[src/rtl/fifo_irq_pkg.sv]
package fifo_irq_pkg;
  localparam int NUM_RAW   = 3;
  localparam int RAW_WR    = 2;
  localparam int RAW_RD    = 1;
  localparam int RAW_ERR   = 0;
  localparam int NUM_CAUSE = 3;
  localparam int CAUSE_FULL  = 0;
  localparam int CAUSE_STALL = 1;
  localparam int CAUSE_TMO   = 2;
  localparam logic [NUM_RAW-1:0] RAW_RESET = 3'b100;

  typedef enum logic {
    SEL_MASK  = 1'b0,
    SEL_CLEAR = 1'b1
  } reg_sel_e;
endpackage

[src/rtl/lvl_trigger.sv]
module lvl_trigger #(
  parameter int DEPTH     = 8,
  parameter bit FREE_MODE = 1'b1,
  localparam int LW       = $clog2(DEPTH + 1)
) (
  input  logic [LW-1:0] level,
  input  logic [LW-1:0] trig,
  output logic          hit,
  output logic          full
);
  localparam logic [LW-1:0] DEPTH_L = LW'(DEPTH);

  assign full = (level == DEPTH_L);

  generate
    if (FREE_MODE) begin : g_free
      logic [LW-1:0] free_cnt;
      always_comb begin
        free_cnt = DEPTH_L - level;
        hit      = (free_cnt >= trig);
      end
    end else begin : g_valid
      always_comb begin
        hit = (trig != '0) && (level >= trig);
      end
    end
  endgenerate
endmodule

[src/rtl/wait_timer.sv]
module wait_timer #(
  parameter int WAIT_W = 16
) (
  input  logic              clk,
  input  logic              rst,
  input  logic [WAIT_W-1:0] limit,
  input  logic              hold,
  input  logic              restart,
  output logic              expire
);
  logic [WAIT_W-1:0] cnt_q;
  logic              fired_q;
  logic              armed;

  always_comb begin
    armed  = (limit != '0);
    expire = armed && hold && !restart && !fired_q && (cnt_q >= limit);
  end

  always_ff @(posedge clk) begin
    if (rst) begin
      cnt_q   <= '0;
      fired_q <= 1'b0;
    end else if (restart || !hold) begin
      cnt_q   <= '0;
      fired_q <= 1'b0;
    end else if (expire) begin
      fired_q <= 1'b1;
    end else if (!fired_q && armed && (cnt_q < limit)) begin
      cnt_q <= cnt_q + 1'b1;
    end
  end
endmodule

[src/rtl/err_cause_reg.sv]
module err_cause_reg #(
  parameter int NC = 3
) (
  input  logic          clk,
  input  logic          rst,
  input  logic [NC-1:0] evt,
  input  logic [NC-1:0] clr,
  output logic [NC-1:0] nxt,
  output logic [NC-1:0] cause_q
);
  always_comb begin
    nxt = cause_q;
    for (int i = 0; i < NC; i++) begin
      if (evt[i])      nxt[i] = 1'b1;
      else if (clr[i]) nxt[i] = 1'b0;
    end
  end

  always_ff @(posedge clk) begin
    if (rst) cause_q <= '0;
    else     cause_q <= nxt;
  end
endmodule

[src/rtl/fifo_irq_status.sv]
module fifo_irq_status
  import fifo_irq_pkg::*;
#(
  parameter int WR_DEPTH = 8,
  parameter int RD_DEPTH = 8,
  parameter int WAIT_W   = 16,
  localparam int WLW     = $clog2(WR_DEPTH + 1),
  localparam int RLW     = $clog2(RD_DEPTH + 1)
) (
  input  logic              clk,
  input  logic              rst,
  input  logic [WLW-1:0]    wr_level,
  input  logic [RLW-1:0]    rd_level,
  input  logic [WLW-1:0]    wr_trig,
  input  logic [RLW-1:0]    rd_trig,
  input  logic              wfull_en,
  input  logic              rstall_en,
  input  logic              rd_stall,
  input  logic [WAIT_W-1:0] max_wait,
  input  logic              not_ready,
  input  logic              xact_start,
  input  logic              reg_we,
  input  logic              reg_sel,
  input  logic [2:0]        reg_wdata,
  output logic [2:0]        raw_status,
  output logic [2:0]        err_flags,
  output logic              irq
);
  logic wr_hit, wr_full, rd_hit, rd_full_unused;
  logic tmo_evt;
  logic [NUM_CAUSE-1:0] evt, clr, cause_nxt;
  logic [NUM_RAW-1:0]   raw_nxt, mask_q, mask_nxt;

  lvl_trigger #(.DEPTH(WR_DEPTH), .FREE_MODE(1'b1)) u_wr_trig (
    .level(wr_level), .trig(wr_trig), .hit(wr_hit), .full(wr_full)
  );

  lvl_trigger #(.DEPTH(RD_DEPTH), .FREE_MODE(1'b0)) u_rd_trig (
    .level(rd_level), .trig(rd_trig), .hit(rd_hit), .full(rd_full_unused)
  );

  wait_timer #(.WAIT_W(WAIT_W)) u_wait (
    .clk(clk), .rst(rst), .limit(max_wait), .hold(not_ready),
    .restart(xact_start), .expire(tmo_evt)
  );

  always_comb begin
    evt              = '0;
    evt[CAUSE_FULL]  = wr_full && wfull_en;
    evt[CAUSE_STALL] = rd_stall && rstall_en;
    evt[CAUSE_TMO]   = tmo_evt;
    clr = (reg_we && reg_sel == SEL_CLEAR) ? reg_wdata : '0;
  end

  err_cause_reg #(.NC(NUM_CAUSE)) u_cause (
    .clk(clk), .rst(rst), .evt(evt), .clr(clr),
    .nxt(cause_nxt), .cause_q(err_flags)
  );

  always_comb begin
    raw_nxt          = '0;
    raw_nxt[RAW_WR]  = wr_hit;
    raw_nxt[RAW_RD]  = rd_hit;
    raw_nxt[RAW_ERR] = |cause_nxt;
    mask_nxt = (reg_we && reg_sel == SEL_MASK) ? reg_wdata : mask_q;
  end

  always_ff @(posedge clk) begin
    if (rst) begin
      raw_status <= RAW_RESET;
      mask_q     <= '0;
      irq        <= 1'b0;
    end else begin
      raw_status <= raw_nxt;
      mask_q     <= mask_nxt;
      irq        <= |(raw_nxt & mask_nxt);
    end
  end
endmodule

[config.mk]
export PLATFORM = sky130hd
export DESIGN_NAME = fifo_irq_status
export DESIGN_NICKNAME = d
export VERILOG_FILES = /design/src/rtl/fifo_irq_pkg.sv /design/src/rtl/lvl_trigger.sv /design/src/rtl/wait_timer.sv /design/src/rtl/err_cause_reg.sv /design/src/rtl/fifo_irq_status.sv
export SDC_FILE = /design/constraint.sdc
export NUM_CORES = 1
export LEC_CHECK = 0
export ABC_AREA = 0
export CAP_MARGIN = 5
export CORE_AREA = 2 2 72 74
export CTS_CLUSTER_SIZE = 24
export DETAILED_ROUTE_END_ITERATION = 8
export DIE_AREA = 0 0 74 76
export PLACE_DENSITY = 0.77
export SYNTH_ARGS = -nofsm -noshare
export SYNTH_HDL_FRONTEND = slang
export SYNTH_SLANG_ARGS = --single-unit
[constraint.sdc]
create_clock -name clk -period 4.9 [get_ports clk]
set_input_delay 0.49 -clock clk [delete_from_list [all_inputs] [get_ports clk]]
set_output_delay 0.49 -clock clk [all_outputs]
set_load 0.03 [all_outputs]
After elaboration in Yosys (flattened, before gate mapping)
Cells that the tools add are included.
{ "classes": {"n_eq_ne": 1, "muxes": 8, "add_sub_neg": 2, "order_cmp": 4, "reduce_logical": 21, "n_bitwise": 3} }
{ "ops": {"columns": ["operator", "count"], "rows": [
  ["adder 16 x 1 -> 16 bit, second input constant", 1],
  [">= comparator 16 bit", 1],
  ["< comparator 16 bit", 1],
  ["nonzero test 16 bit", 1],
  ["logical AND 1 bit", 11],
  [">= comparator 4 bit", 2],
  ["2-to-1 mux 1 bit", 6],
  ["2-to-1 mux 3 bit", 2],
  ["OR reduction 3 bit", 2],
  ["equality test 4 bit, second input constant", 1],
  ["nonzero test 4 bit", 1],
  ["subtractor 4 bit, first input constant", 1],
  ["bitwise AND 3 bit", 1],
  ["logical NOT 1 bit", 3],
  ["NOT 1 bit", 2],
  ["AND reduction 2 bit", 1],
  ["OR reduction 2 bit", 1],
  ["logical OR 1 bit", 1]
]} }
{ "totals": {"output_inout_bits": 7, "in_bits": 44, "reg_bits": 27} }

Logic depth before layout (Yosys ltp)
{ "logic_depth": {"word_depth": 9, "mapped_depth": 10, "ltp_nobuf": 8} }

By module
A second synthesis with hierarchy kept.
{ "hier_totals": {"hier_cells": 237, "hier_area_um2": 1918.1} }
{ "modules_own_cells": {"columns": ["mod", "seq_area_each_um2", "cells_per_inst", "area_each_um2", "instances"], "rows": [
  ["wait_timer", 340.3, 161, 1249.9, 1],
  ["fifo_irq_status", 140.1, 25, 266.5, 1],
  ["lvl_trigger at u_wr_trig", 0.0, 20, 146.4, 1],
  ["err_cause_reg", 60.1, 15, 138.9, 1],
  ["lvl_trigger at u_rd_trig", 0.0, 16, 116.4, 1]
]} }

Least setup slack after synthesis
Ideal clock, no wire load.
{ "synth_timing": {"kind": "input port to flip-flop", "start": "input port max_wait[13]", "end": "register u_wait.cnt_q[11]", "stages": 9, "setup_time_ns": 0.070, "t_arrival_ns": 2.201, "n_path_buf": 1, "required_ns": 4.830, "setup_slack_ns": 2.628, "cell_sequence": "inv_1 > ha_1 > a21o_1 > a21o_1 > a22oi_2 > nand4_2 > buf_6 > or4_1 > a21oi_1"} }
{ "synth_via": {"elab_chain_cells": 7, "word_cells_on_any_way": 11, "classes_between": "2 x order compare; 1 x bitwise; 8 x reduce/logical"} }
{ "synth_rtl": {"columns": ["item", "line", "rtl"], "rows": [
  ["from (decl)", "fifo_irq_status.sv:19", "input logic [WAIT_W-1:0] max_wait,"],
  ["parallel branches: the longest is 6 deep, another holds >= comparator 16 bit", null, null],
  ["AND reduction 2 bit (no source line) *", null, null],
  ["to (signal assigned)", "wait_timer.sv:30", "cnt_q <= cnt_q + 1'b1;"],
  ["to (decl)", "wait_timer.sv:11", "logic [WAIT_W-1:0] cnt_q;"]
]} }
Every way passes the cells marked *.
A chain may end at the register's enable or synchronous reset.

Worst setup path in the final report
{ "layout_timing": {"start": "input port max_wait[15]", "end": "register u_wait.cnt_q[12]"} }
The elaborated chain is that of the path after synthesis.

==> results.py <==
metrics = {
    "run_status": {
        "outcome": "complete, no violations",
    },
    "clock_tree": {
        "insertion_delay_ns": 0.27,
        "numClockSinks": 27,
        "h-tree-depth": 1,
        "post_cts_resized": 0,
        "cts_tree": "built",
        "clkTransAtPathRegs_ns": 0.09,
        "cts_buffers": 3,
        "clockBufferDepth": 2,
        "ctsHoldBuffers": 0,
        "clockRootBuffer": "clkbuf_8",
        "post_cts_buffers": 0,
    },
    "timing": {
        "tightest_slew_ns": 0.636,
        "period_needed_ns": 3.15,
        "max_clock_freq_mhz": 317,
        "rsz0062_at_grt": "false",
        "slew_violations": 0,
        "max_slew_margin_pct": 57.6,
        "hold_violations": 0,
        "worst_slack_ns": 1.75,
        "fin_crit_sh_pct": 64.3,
        "finClkSkew_ns": 0.00461,
        "setup_violations": 0,
        "fin_setup_tns_ns": 0,
    },
    "logic_synthesis": {
        "avgSynthCellArea_um2": 7.98,
        "yosysTopAreaCell": "dfxtp_1",
        "syn_area_mm2": 0.00185,
        "synth_top_family_by_area": "simple AND/OR/NAND/NOR gates",
        "synth-seq-area-share_pct": 29.2,
        "yosys.area_share.simple_pct": 23.7,
        "muxShareOfSynthArea_pct": 2.16,
        "synth_fa_ha_area_share_pct": 17.6,
        "ys_ff_latch": 27,
        "synth_xor_area_share_pct": 1.42,
        "synth_cell_types": 37,
        "synth_flop_cell": "dfxtp_1",
        "synthTopCellsByArea": "dfxtp_1, ha_1, a21oi_1",
        "yosysWarningCount": 0,
        "synth_compound_area_share_pct": 18.1,
        "synth_enable_flop_cells": 0,
        "synth_top_area_share_pct": 29.2,
        "synthArstFlopShare_pct": 0,
        "synth_fp_nets": 302,
        "netlist_instances": 232,
    },
    "cells_and_area": {
        "final_layout_size_suffix_gt1_share_pct": 3.21,
        "area_growth_pct": 32.5,
        "layout_commonest_cell": "clkdlybuf4s50_1",
        "fin_area_mm2": 0.00245,
        "post-route-util_pct": 49.9,
        "most-common-layout-cells": "clkdlybuf4s50_1, inv_1, dfxtp_1",
        "fin_nets": 351,
        "fill_cells": 479,
        "diodes": 0,
    },
    "power": {
        "p_leak_nw": 1.04,
        "power.density_mw_per_mm2": 184,
        "max-vdd-ir-drop_mv": 0.0908,
    },
    "global_route": {
        "grt.overflow.total": 0,
        "track_usage_pct": 15.9,
        "antenna_found_initial": 0,
        "grt_pass1_wl_mm": 7.31,
        "grt_pass1_vias": 1727,
        "grt_max_degree": 31,
    },
    "critical_path": {
        "worstPathArrival_ns": 3.35,
        "setup.worst_path.start_class": "input pin",
        "path_class": "input pin to flip-flop",
        "r2r-end": "u_wait.cnt_q[12]$_SDFFE_PP0P_",
        "cp.required_ns": 5.10,
        "endpoint_kind": "flip-flop",
        "rr_startpoint": "u_wait.cnt_q[11]$_SDFFE_PP0P_",
        "rr_worst_depth": 7,
        "reg2reg_slack_ns": 2.19,
        "path_max_fanout": 30,
    },
    "hold_path": {
        "hp-class": "flip-flop to flip-flop",
        "hold_start": "u_wait.fired_q$_SDFFE_PP0P_",
        "hold_end": "u_wait.fired_q$_SDFFE_PP0P_",
        "holdPathStages": 2,
    },
    "route": {
        "drcViolationCount": 0,
        "drt-vias-per-instance": 5.17,
        "drt_iter0_markers": 87,
        "wire_per_inst_um": 12.2,
        "drt.antenna.violating_nets": 0,
        "vias": 1808,
        "wirelength_mm": 4.25,
        "dr.pass1.iters": 4,
    },
    "placed_design": {
        "placed_area_mm2": 0.00241,
        "io_buffers": 50,
        "pre_cts_ws_ns": 1.51,
        "dp_hpwl_mm": 3.56,
        "globalplace.congestion": 0.834,
    },
    "floorplan": {
        "dieHeight_um": 76,
        "core_mm2": 0.00491,
        "initial_utilization_pct": 37.7,
        "row_count": 26,
        "die_area_mm2": 0.00562,
        "die_x_um": 74,
        "io_pins": 51,
    },
    "job": {
        "maxCapViolCount": 0,
    },
}
-- final cells by class --
class / count / area (um2) / share of cell area (%)
Clock buffer: 3 / 41.3 / 1.68
Inverter: 30 / 113 / 4.59
Sequential cell: 27 / 541 / 22.0
Timing Repair Buffer: 50 / 500 / 20.4
Tap cell: 70 / 87.6 / 3.57
Multi-Input combinational cell: 169 / 1160 / 47.5
Clock inverter: 1 / 5.00 / 0.204
-- cells in the mapped netlist, types with 2 or more instances --
library cell and instances:
nor3_1 4, nand3_1 13, o31ai_1 5, inv_1 30, a22oi_1 2, nand2b_1 3
nand4_2 2, a21oi_1 25, or3_1 10, o21ai_0 15, and3_1 3, ha_1 26
nor2_1 16, clkbuf_1 2, buf_2 2, nand4_1 4, xnor2_1 2, nand2_1 9
or4_1 4, a21o_1 2, mux2i_1 4, nor2b_1 3, nor4_1 6, dfxtp_1 27
-- registers in the layout, summed over array words and instances (netlist names) --
signal and count:
irq 1, mask_q 3, raw_status 3, u_cause.cause_q 3, u_wait.cnt_q 16, u_wait.fired_q 1
-- layer usage --
metal  share of wire, %  vias up  track usage (%)
met1                 45      827             20.4
met5                  0        -                0
met4               0.35        0             2.73
li1                   -      931                -
met2                 49       48             27.1
met3                5.8        2             3.97
-- worst max-delay path, cell delays in order --
cell and delay [ns]:
clkdlybuf4s50_1 0.51, inv_1 0.06, ha_1 0.33, nand4_2 0.15, nor2_1 0.08, a311oi_2 0.35
nand4_2 0.56, or4_1 0.67, a21oi_1 0.16
-- cells by family after synthesis --
family,count (synthesis)
AOI/OAI and AO/OA,56
xor gates and xnor gates,3
adders and majority gates,26
buffers and inverters,36
DFF,27
muxes,4
and+or+nand+nor,80
-- where the power goes --
group | switching (mW) | total [mW] | internal, mW
combinational | 0.0434 | 0.0989 | 0.0555
sequential | 0.00188 | 0.227 | 0.225
clock | 0.0695 | 0.126 | 0.0570
total | 0.115 | 0.452 | 0.337
-- per-stage QoR --
step / instances / hold slack, ns / power [mW]
after global routing: 350 / 0.540 / 0.474
after global placement: 346 / 0.479 / 0.330
after detailed placement: 346 / 0.489 / 0.332
after CTS: 350 / 0.507 / 0.455
final: 350 / 0.504 / 0.452
after floorplan: 232 / 0.441 / 0.276
-- worst max-delay path by stage --
stage | start | end | slack [ns]
2_1_floorplan | max_wait[13] | u_wait.cnt_q[11]$_SDFFE_PP0P_ | 2.63
3_3_place_gp | max_wait[15] | u_wait.cnt_q[11]$_SDFFE_PP0P_ | 1.57
3_5_place_dp | max_wait[15] | u_wait.cnt_q[12]$_SDFFE_PP0P_ | 1.51
4_1_cts | max_wait[15] | u_wait.cnt_q[12]$_SDFFE_PP0P_ | 1.79
5_1_grt | max_wait[15] | u_wait.cnt_q[12]$_SDFFE_PP0P_ | 1.54
6_report | max_wait[15] | u_wait.cnt_q[12]$_SDFFE_PP0P_ | 1.75
(Power assumes the default switching activity.)
